--- src/rtl/hrp_pkg.sv ---
package hrp_pkg;
  localparam int DATA_W   = 8;
  localparam int ADDR_W   = 4;
  localparam int NUM_REGS = 1 << ADDR_W;
  localparam int STAT_IDX = 2;
  localparam int CMD_IDX  = 3;
  localparam logic [DATA_W-1:0] CMD_NOP      = 8'h00;
  localparam logic [DATA_W-1:0] CMD_SOFT_RST = 8'h01;
  localparam int SYNC_W   = 3 + ADDR_W + DATA_W;

  typedef struct packed {
    logic              capture;
    logic              wrEn;
    logic [ADDR_W-1:0] idx;
    logic [DATA_W-1:0] wrData;
  } hrpStrobe_t;
endpackage

--- src/rtl/hrp_sync.sv ---
module hrp_sync #(
  parameter int W = 1,
  parameter logic [W-1:0] RST_VAL = '0
) (
  input  logic         clk,
  input  logic         rstN,
  input  logic [W-1:0] din,
  output logic [W-1:0] dout
);
  logic [W-1:0] stage1;

  always_ff @(posedge clk or negedge rstN) begin
    if (!rstN) begin
      stage1 <= RST_VAL;
      dout   <= RST_VAL;
    end else begin
      stage1 <= din;
      dout   <= stage1;
    end
  end
endmodule

--- src/rtl/hrp_ctrl.sv ---
module hrp_ctrl
  import hrp_pkg::*;
(
  input  logic              clk,
  input  logic              rstN,
  input  logic              csS,
  input  logic              wrS,
  input  logic              muxS,
  input  logic [ADDR_W-1:0] addrS,
  input  logic [DATA_W-1:0] dataS,
  output hrpStrobe_t        strb
);
  logic              csPrev;
  logic              wrPrev;
  logic [ADDR_W-1:0] idxQ;
  logic [ADDR_W-1:0] nextIdx;
  logic              capture;
  logic              wrEn;

  assign capture = csPrev & ~csS;
  assign wrEn    = ~wrPrev & wrS & ~csS;

  generate
    if (ADDR_W <= DATA_W) begin : g_idxSel
      assign nextIdx = muxS ? dataS[ADDR_W-1:0] : addrS;
    end else begin : g_idxWide
      assign nextIdx = muxS ? ADDR_W'(dataS) : addrS;
    end
  endgenerate

  always_ff @(posedge clk or negedge rstN) begin
    if (!rstN) begin
      csPrev <= 1'b1;
      wrPrev <= 1'b1;
      idxQ   <= '0;
    end else begin
      csPrev <= csS;
      wrPrev <= wrS;
      if (capture) idxQ <= nextIdx;
    end
  end

  always_comb begin
    strb.capture = capture;
    strb.wrEn    = wrEn;
    strb.idx     = idxQ;
    strb.wrData  = dataS;
  end
endmodule

--- src/rtl/hrp_datapath.sv ---
module hrp_datapath
  import hrp_pkg::*;
(
  input  logic              clk,
  input  logic              rstN,
  input  hrpStrobe_t        strb,
  output logic [DATA_W-1:0] rdData,
  output logic              irq
);
  logic [DATA_W-1:0] regVal [NUM_REGS];
  logic irqQ;
  logic cmdWr;
  logic softRst;
  logic illegalCmd;

  assign cmdWr      = strb.wrEn && (strb.idx == ADDR_W'(CMD_IDX));
  assign softRst    = cmdWr && (strb.wrData == CMD_SOFT_RST);
  assign illegalCmd = cmdWr && (strb.wrData != CMD_NOP) && (strb.wrData != CMD_SOFT_RST);

  always_ff @(posedge clk or negedge rstN) begin
    if (!rstN)          irqQ <= 1'b0;
    else if (softRst)   irqQ <= 1'b0;
    else if (illegalCmd) irqQ <= 1'b1;
  end

  generate
    for (genvar g = 0; g < NUM_REGS; g++) begin : g_reg
      if (g == STAT_IDX) begin : g_stat
        assign regVal[g] = {{(DATA_W-1){1'b0}}, irqQ};
      end else begin : g_store
        logic [DATA_W-1:0] q;
        always_ff @(posedge clk or negedge rstN) begin
          if (!rstN)                                          q <= '0;
          else if (softRst)                                   q <= '0;
          else if (strb.wrEn && strb.idx == ADDR_W'(g))       q <= strb.wrData;
        end
        assign regVal[g] = q;
      end
    end
  endgenerate

  assign rdData = regVal[strb.idx];
  assign irq    = irqQ;
endmodule

--- src/rtl/hostRegPort.sv ---
module hostRegPort
  import hrp_pkg::*;
(
  input  logic              clk,
  input  logic              rstN,
  input  logic              csN,
  input  logic              rdN,
  input  logic              wrN,
  input  logic              muxMode,
  input  logic [ADDR_W-1:0] addrIn,
  input  logic [DATA_W-1:0] dataIn,
  output logic [DATA_W-1:0] dataOut,
  output logic              dataOe,
  output logic              irq
);
  localparam logic [SYNC_W-1:0] SYNC_RST = {2'b11, {(SYNC_W-2){1'b0}}};

  logic [SYNC_W-1:0] rawBus;
  logic [SYNC_W-1:0] syncBus;
  logic              csS, wrS, muxS;
  logic [ADDR_W-1:0] addrS;
  logic [DATA_W-1:0] dataS;
  hrpStrobe_t        strb;
  logic [DATA_W-1:0] rdData;

  assign rawBus = {csN, wrN, muxMode, addrIn, dataIn};

  hrp_sync #(.W(SYNC_W), .RST_VAL(SYNC_RST)) u_sync (
    .clk (clk), .rstN(rstN), .din(rawBus), .dout(syncBus)
  );

  assign {csS, wrS, muxS, addrS, dataS} = syncBus;

  hrp_ctrl u_ctrl (
    .clk(clk), .rstN(rstN), .csS(csS), .wrS(wrS), .muxS(muxS),
    .addrS(addrS), .dataS(dataS), .strb(strb)
  );

  hrp_datapath u_dp (
    .clk(clk), .rstN(rstN), .strb(strb), .rdData(rdData), .irq(irq)
  );

  assign dataOe  = ~csN & ~rdN;
  assign dataOut = rdData;
endmodule

--- config.mk ---
export PLATFORM = sky130hd
export DESIGN_NAME = hostRegPort
export DESIGN_NICKNAME = d
export VERILOG_FILES = /design/src/rtl/hrp_pkg.sv /design/src/rtl/hrp_sync.sv /design/src/rtl/hrp_ctrl.sv /design/src/rtl/hrp_datapath.sv /design/src/rtl/hostRegPort.sv
export SDC_FILE = /design/constraint.sdc
export NUM_CORES = 1
export LEC_CHECK = 0
export BUFFER_PORTS_ARGS = -buffer_cell sky130_fd_sc_hd__buf_2
export CAP_MARGIN = 20
export CORE_UTILIZATION = 40
export CTS_CLUSTER_DIAMETER = 200
export CTS_CLUSTER_SIZE = 16
export DETAILED_ROUTE_END_ITERATION = 8
export PLACE_DENSITY_LB_ADDON = 0.3
export SKIP_CTS_REPAIR_TIMING = 1
export SLEW_MARGIN = 20
export SYNTH_ARGS = -nofsm -noshare
export SYNTH_HDL_FRONTEND = slang
export SYNTH_SLANG_ARGS = --single-unit
--- constraint.sdc ---
create_clock -name clk -period 2.1 [get_ports clk]
set_input_delay 0.21 -clock clk [delete_from_list [all_inputs] [get_ports clk]]
set_output_delay 0.21 -clock clk [all_outputs]
set_load 0.05 [all_outputs]
==> results of run 1 <==
[cells in the final DEF (no fill, tap or decap), types with 7 or more instances in the layout]
| cell | netlist | routed |
|---|---|---|
| nand3_1 | 15 | 12 |
| clkbuf_16 | 0 | 17 |
| buf_6 | 2 | 7 |
| dfrtp_1 | 151 | 150 |
| buf_2 | 7 | 19 |
| buf_12 | 6 | 8 |
| mux4_2 | 13 | 13 |
| dlygate4sd3_1 | 0 | 16 |
| mux2i_1 | 37 | 34 |
| o21ai_1 | 6 | 9 |
| buf_4 | 3 | 40 |
| o21ai_0 | 48 | 44 |
| mux2_2 | 7 | 7 |
| a21oi_1 | 18 | 15 |
| o21ai_2 | 60 | 61 |
| nand2_1 | 235 | 235 |
[worst reg2reg max path, cell delays in order (launching register included)]
cell	delay, ns
dfrtp_4	0.55
buf_12	0.18
buf_4	0.14
nor4b_2	0.27
buf_4	0.25
and3_1	0.24
buf_4	0.16
nand2_1	0.05
a21oi_1	0.13
[per-layer routing]
| layer | up-vias | GRT usage [%] | wire [um] |
|---|---|---|---|
| met5 | - | 0 | 0 |
| met4 | 0 | 8.51 | 333 |
| met3 | 26 | 4.71 | 1450 |
| met2 | 247 | 33.3 | 9050 |
| met1 | 2819 | 30.5 | 8470 |
| li1 | 2555 | - | - |
[sequential cells by signal (all words and copies together), names as in the netlist]
| register | flops |
|---|---|
| u_sync.dout | 15 |
| u_ctrl.csPrev | 1 |
| u_dp.irq | 1 |
| u_ctrl.wrPrev | 1 |
| u_ctrl.idxQ | 4 |
| u_sync.stage1 | 15 |
| u_dp.g.g_store.q | 120 |
[stage by stage]
stage,instances,hold WS (ns)
5_1_grt,1008,0.351
3_5_place_dp,951,0.209
6_report,1008,0.316
3_3_place_gp,951,0.202
4_1_cts,983,-0.241
2_1_floorplan,715,-0.0856
[worst paths after layout]
path	startpoint	end	slack (ns)	cells past startpoint
setup reg to reg	u_ctrl.idxQ[0]$_DFFE_PN0P_	u_dp.g_reg[6].g_store.q[0]$_DFFE_PN0P_	0.05	8
min in group clk	u_sync.stage1[1]$_DFF_PN0_	u_sync.dout[1]$_DFF_PN0_	0.35	0
setup / recovery	u_ctrl.idxQ[0]$_DFFE_PN0P_	dataOut[3]	-0.33	5
max in group asynchronous	rstN	u_sync.stage1[13]$_DFF_PN1_	1.04	3
hold reg to reg	u_sync.stage1[1]$_DFF_PN0_	u_sync.dout[1]$_DFF_PN0_	0.35	0
hold / removal	rstN	u_dp.g_reg[9].g_store.q[4]$_DFFE_PN0P_	0.32	2
[where the power goes]
group / total, mW / internal, mW / leakage, nW / switching, mW
sequential: 3.92 / 3.56 / 2.04 / 0.354
clock: 3.36 / 2.14 / 0.311 / 1.22
combinational: 1.91 / 0.822 / 1.48 / 1.09
[layout make-up]
| cell class | count | share of cell area, % |
|---|---|---|
| Inverter | 1 | 0.0426 |
| Tap cell | 229 | 3.25 |
| Clock buffer | 21 | 5.11 |
| Clock inverter | 11 | 2.16 |
| Multi-Input combinational cell | 498 | 35.6 |
| Timing Repair Buffer | 91 | 9.18 |
| Sequential cell | 157 | 44.7 |
[kinds of logic (layout without fill, tap and decap cells)]
kind of cell | after synthesis | in the layout | share of synthesized area [%]
AO/OA/AOI/OAI | 154 | 154 | 14.3
multiplexers | 57 | 57 | 10.1
AND/OR/NAND/NOR | 287 | 287 | 17.1
flip-flops | 157 | 157 | 53.4
buffers and inverters | 60 | 124 | 5.09
==> reports/results.txt, run 1 <==
Outcome: finished, violations left
Failing checks: setup timing
Tightest Pin Transition: 0.634 ns
Critical path class: reg -> out
Die area: 0.0190 mm^2
Dominant cell type by area after synthesis: dfrtp_1
NumNets Final: 784
Number of DRC markers in iteration 0: 575
Syn Area/Cell: 10.3 um^2
WP data required: 1.89 ns
Remaining DRCs: 0
Post-Synthesis Cells: 715
Commonest cells in the netlist: 235 x nand2_1, 151 x dfrtp_1, 60 x o21ai_2, 48 x o21ai_0, 37 x mux2i_1
Wire per inst: 19.2 um
Setup repair after global routing missed its margin: true
CTS tree: done
Maximum vdd drop: 569 uV
Fraction of registers with async set/reset: 100%
Leakage: 3.82 nW
Top cells by area, synth: dfrtp_1 51%, nand2_1 12%, o21ai_2 7.1%
CP endpoint kind: output pin
CP Cell Sequence: buf_8, mux4_2, o211ai_1, nand2_1, buf_6
CP Max Fanout: 6
Die Y: 138 um
EDFF count, synth: 0
Slew margin rel.: 57.6%
Min setup slack post-route: -0.331 ns
PortBufs: 27
Number of CTS-inserted buffers: 17
Synth Net Count: 733
Hold Vio Cnt, Final: 0
CTS sink count: 157
Final setup violation count: 8
PwrDens: 1040 mW/mm^2
Fin crit share: 116%
H-tree Lvls: 4
Finished Core Util: 48.9%
Max-cap violations: 0
DRT Wirelength: 19.3 mm
Delay-heaviest family, CP: multiplexers
Worst EP arrival: 2.22 ns
Largest net degree at the start of global routing: 57
Filler instances: 1,630
DIE WIDTH: 138 um
Tmin final: 2.43 ns
Synth cell types: 44
Crit path largest cell delay: 0.57 ns
Row cnt: 49
GR Overflow Total: 0
Share of cells above drive strength 1: 28.0%
Seq cells post-synth: 157
Clock latency on the worst-skew pair: 0.43 ns
Max Root-Sink Buffers: 2
Routed vias/inst: 5.60
Setup TNS: -2.29 ns
Fmax: 411 MHz
Post-DP Area: 0.00783 mm^2
Via Count: 5,647
Starting Density: 40.9%
Critical-path top delay cell: mux4_2
Hold WC Path Type: in -> async
Drt pass-1 iters: 6
IO Count: 28
Antenna fix cells: 0
Top-area cell type share of the netlist area: 51.2%
WP buf/inv: 2
Tot Pwr: 9.18 mW
YS warnings: 0
Worst setup SP type: flip-flop
Placement Setup Slack: -0.0201 ns
Sequential cell area: 0.00394 mm^2
Final instance area: 0.00882 mm^2
Predominant post-synthesis flop cell: dfrtp_1
Slew Limit Fails: 0
Vias in the first global route: 5,446
Hpwl dp: 12.3 mm
Core Area: 0.0180 mm^2
GP Congestion: 0.827
Sequential fraction of the synthesis area: 53.4%
Count leader, synth: nand2_1
Multi-input logic area: 0.00314 mm^2
CTS Root Cell: clkbuf_16
Area growth syn-to-layout: 19.6%
Clock transition at the registers of the reported paths: 0.06 ns
Global router's overall resource usage: 21.9%
First-pass GRT wire length: 30.6 mm
Routed Antenna Nets: 0
Clock Skews: 0.00877 ns
Post-Syn Area: 0.00737 mm^2
Initial antenna violation count: 0
Note: power is estimated with default switching activity, not from simulation.
==> run 2, diff against run 1 <==
--- a/config.mk
+++ b/config.mk
@@ -5,7 +5,7 @@
 export SDC_FILE = /design/constraint.sdc
 export NUM_CORES = 1
 export LEC_CHECK = 0
-export BUFFER_PORTS_ARGS = -buffer_cell sky130_fd_sc_hd__buf_2
+export BUFFER_PORTS_ARGS = -buffer_cell sky130_fd_sc_hd__clkbuf_2
 export CAP_MARGIN = 20
 export CORE_UTILIZATION = 40
 export CTS_CLUSTER_DIAMETER = 200
==> run 2 against run 1 <==
Net effect:
- the run still ends with setup timing left
- combinational power is essentially flat
- die area did not move
- clock skew fell by 0.0021 ns
- routed wire length grew 1.3%
- sequential share of layout area up 0.40 points
- total power down 4.5%
- cell count is 0.30% lower
- critical path type unchanged
==> reports/results.txt, run 2 (same netlist as run 1, synthesis figures left out) <==
Outcome: finished, violations left
Failing checks: setup timing
CP Max Fanout: 8 (+2)
Worst EP arrival: 2.21 ns (about the same)
Leakage: 3.79 nW (-0.82%)
R2r setup slk: -0.05 ns (-0.10 ns)
IO Count: 28 (unchanged)
Finished Layout Cells: 1,005 (-0.30%)
CP endpoint kind: output pin
Routed vias/inst: 5.60 (about the same)
Maximum vdd drop: 597 uV (+4.8%)
Clock Skews: 0.00664 ns (-0.00213 ns)
Share of cells above drive strength 1: 26.9% (-1.1 points)
Leading cell type in the layout, fill and taps excluded: nand2_1
Worst reg2reg path depth: 6 (-2)
Tmin final: 2.42 ns (-0.00884 ns)
Setup TNS: -2.80 ns (-0.502 ns)
Delay-heaviest family, CP: flip-flops
Die area: 0.0190 mm^2 (unchanged)
CP Cell Sequence: buf_12, mux4_2, o211ai_1, nand2_1, buf_6
Row cnt: 49 (unchanged)
Core Area: 0.0180 mm^2 (unchanged)
Slew Limit Fails: 0 (unchanged)
Start point of the critical path: u_ctrl.idxQ[0]$_DFFE_PN0P_
Max FFs per register: 120 (unchanged)
Hold Vio Cnt, Final: 0 (unchanged)
Placed cells: 952 (+0.11%)
Global router's overall resource usage: 22.1% (+0.19 points)
Vias in the first global route: 5,503 (+1.0%)
Number of DRC markers in iteration 0: 440 (-23%)
CTS sink count: 157 (unchanged)
Starting Density: 40.9% (unchanged)
Area growth syn-to-layout: 18.5%
Slew margin rel.: 62.8% (+5.2 points)
Worst setup SP type: flip-flop
H-tree Lvls: 4 (unchanged)
Finished Core Util: 48.5% (-0.44 points)
Largest register by flop count: u_dp.g.g_store.q
CTS Root Cell: clkbuf_16
DIE WIDTH: 138 um (unchanged)
Antenna fix cells: 0 (unchanged)
Worst path depth: 5 (unchanged)
Die Y: 138 um (unchanged)
Critical path class: reg -> out
Clock transition at the registers of the reported paths: 0.07 ns (about the same)
Setup repair after global routing missed its margin: true
Crit path largest cell delay: 0.54 ns (-0.03 ns)
Number of CTS-inserted buffers: 17 (unchanged)
Most frequent cells in the layout: 235 x nand2_1, 150 x dfrtp_1, 60 x o21ai_2, 47 x o21ai_0, 35 x mux2i_1
Regs by FF count: u_dp.g.g_store.q: 120 flops, u_sync.dout: 15 flops, u_sync.stage1: 15 flops
Critical-path top delay cell: dfrtp_4
R2R Path End: u_dp.g_reg[10].g_store.q[5]$_DFFE_PN0P_
GR Overflow Total: 0 (unchanged)
Sw Ratio: 31.2% (+2.3 points)
Psw: 2.74 mW (+3.1%)
Final setup violation count: 25 (+17)
P_int: 6.03 mW (-7.5%)
Worst setup path end: dataOut[2]
Worst reg2reg path startpoint: u_ctrl.idxQ[0]$_DFFE_PN0P_
CTS tree: done
Hpwl dp: 12.8 mm (+3.5%)
Hold_ws: 0.324 ns (+0.00806 ns)
PortBufs: 27 (unchanged)
Min setup slack post-route: -0.322 ns (+0.00884 ns)
Tot Pwr: 8.77 mW (-4.5%)
WP buf/inv: 2 (unchanged)
PwrDens: 1000 mW/mm^2 (-3.6%)
NumNets Final: 781 (-0.38%)
GP Congestion: 0.826 (about the same)
Routed Antenna Nets: 0 (unchanged)
Initial antenna violation count: 0 (unchanged)
DRT Wirelength: 19.6 mm (+1.3%)
Drt pass-1 iters: 6 (unchanged)
Tightest Pin Transition: 0.556 ns (-0.0780 ns)
Largest net degree at the start of global routing: 53 (-7.0%)
Via Count: 5,631 (-0.28%)
Clock latency on the worst-skew pair: 0.42 ns (about the same)
First-pass GRT wire length: 30.7 mm (+0.38%)
Remaining DRCs: 0 (unchanged)
Seq pwr share: 44.6% (+2.0 points)
Max Root-Sink Buffers: 2 (unchanged)
Fmax: 413 MHz (+0.36%)
Max-cap violations: 0 (unchanged)
WP data required: 1.89 ns (about the same)
Comb pwr share: 21.6% (+0.8 points)
Wire per inst: 19.5 um (+1.6%)
Fin crit share: 115% (-0.42 points)
Hold WC Path Type: in -> async
Clock Power Share: 33.8% (-2.8 points)
==> run 2: changes by cell type in the layout (fill, tap and decap cells not counted), sizes merged <==
cell / change
buf: -23
clkbuf: +17
bufinv: -4
inv: +4
clkinvlp: +3
==> run 2: area by class of cell <==
| cell class | count | area (um^2) |
|---|---|---|
| clock inverter | 14 | 135 |
| inverter | 1 | 3.75 |
| sequential | 157 | 3940 |
| clock buffer | 18 | 429 |
| timing repair buffer | 88 | 825 |
| multi-input combinational | 498 | 3120 |
| tap | 229 | 287 |
| fill | 1628 | 9280 |
==> run 2: power by group through the flow <==
stage | Combinational [mW] | Clock, mW | Sequential [mW]
after global placement | 1.68 | 0 | 3.95
after floorplan | 1.27 | 0 | 3.83
after global routing | 2.06 | 3.15 | 3.96
after detailed placement | 1.75 | 0 | 3.96
final | 1.89 | 2.96 | 3.92
after CTS | 1.75 | 3.01 | 3.91
==> run 2: worst min-delay path by stage <==
stage,from,to
6_report,rstN,u_dp.g_reg[3].g_store.q[7]$_DFFE_PN0P_
5_1_grt,u_sync.stage1[1]$_DFF_PN0_,u_sync.dout[1]$_DFF_PN0_
4_1_cts,rstN,u_dp.g_reg[3].g_store.q[7]$_DFFE_PN0P_
3_5_place_dp,rstN,u_dp.g_reg[3].g_store.q[7]$_DFFE_PN0P_
3_3_place_gp,rstN,u_dp.g_reg[3].g_store.q[7]$_DFFE_PN0P_
2_1_floorplan,rstN,u_ctrl.idxQ[0]$_DFFE_PN0P_
==> run 2: metal layers <==
layer  GRT usage (%)  share of wire [%]  routed length, um  vias up
li1                -                  -                  -     2548
met1            29.6                 43               8490     2829
met2            34.5                 48               9410      220
met3            4.71                5.8               1140       34
met4            9.84                2.7                523        0
met5               0                  0                  0        -
==> run 2: stage by stage <==
stage               worst slack, ns  area (um^2)
detailed placement          -0.0246         7850
finish                       -0.322         8740
global placement            -0.0487         7850
global route                 -0.392         8740
CTS                          -0.493         8420
floorplan                    0.0156         7380
==> run 2: worst register-to-register path: cells and delay by family, from the launching register on <==
kind	cells	cell delay, ns
AND/OR/NAND/NOR	3	1.02
buffers and inverters	2	0.39
flip-flops	1	0.57
AO/OA/AOI/OAI	1	0.09
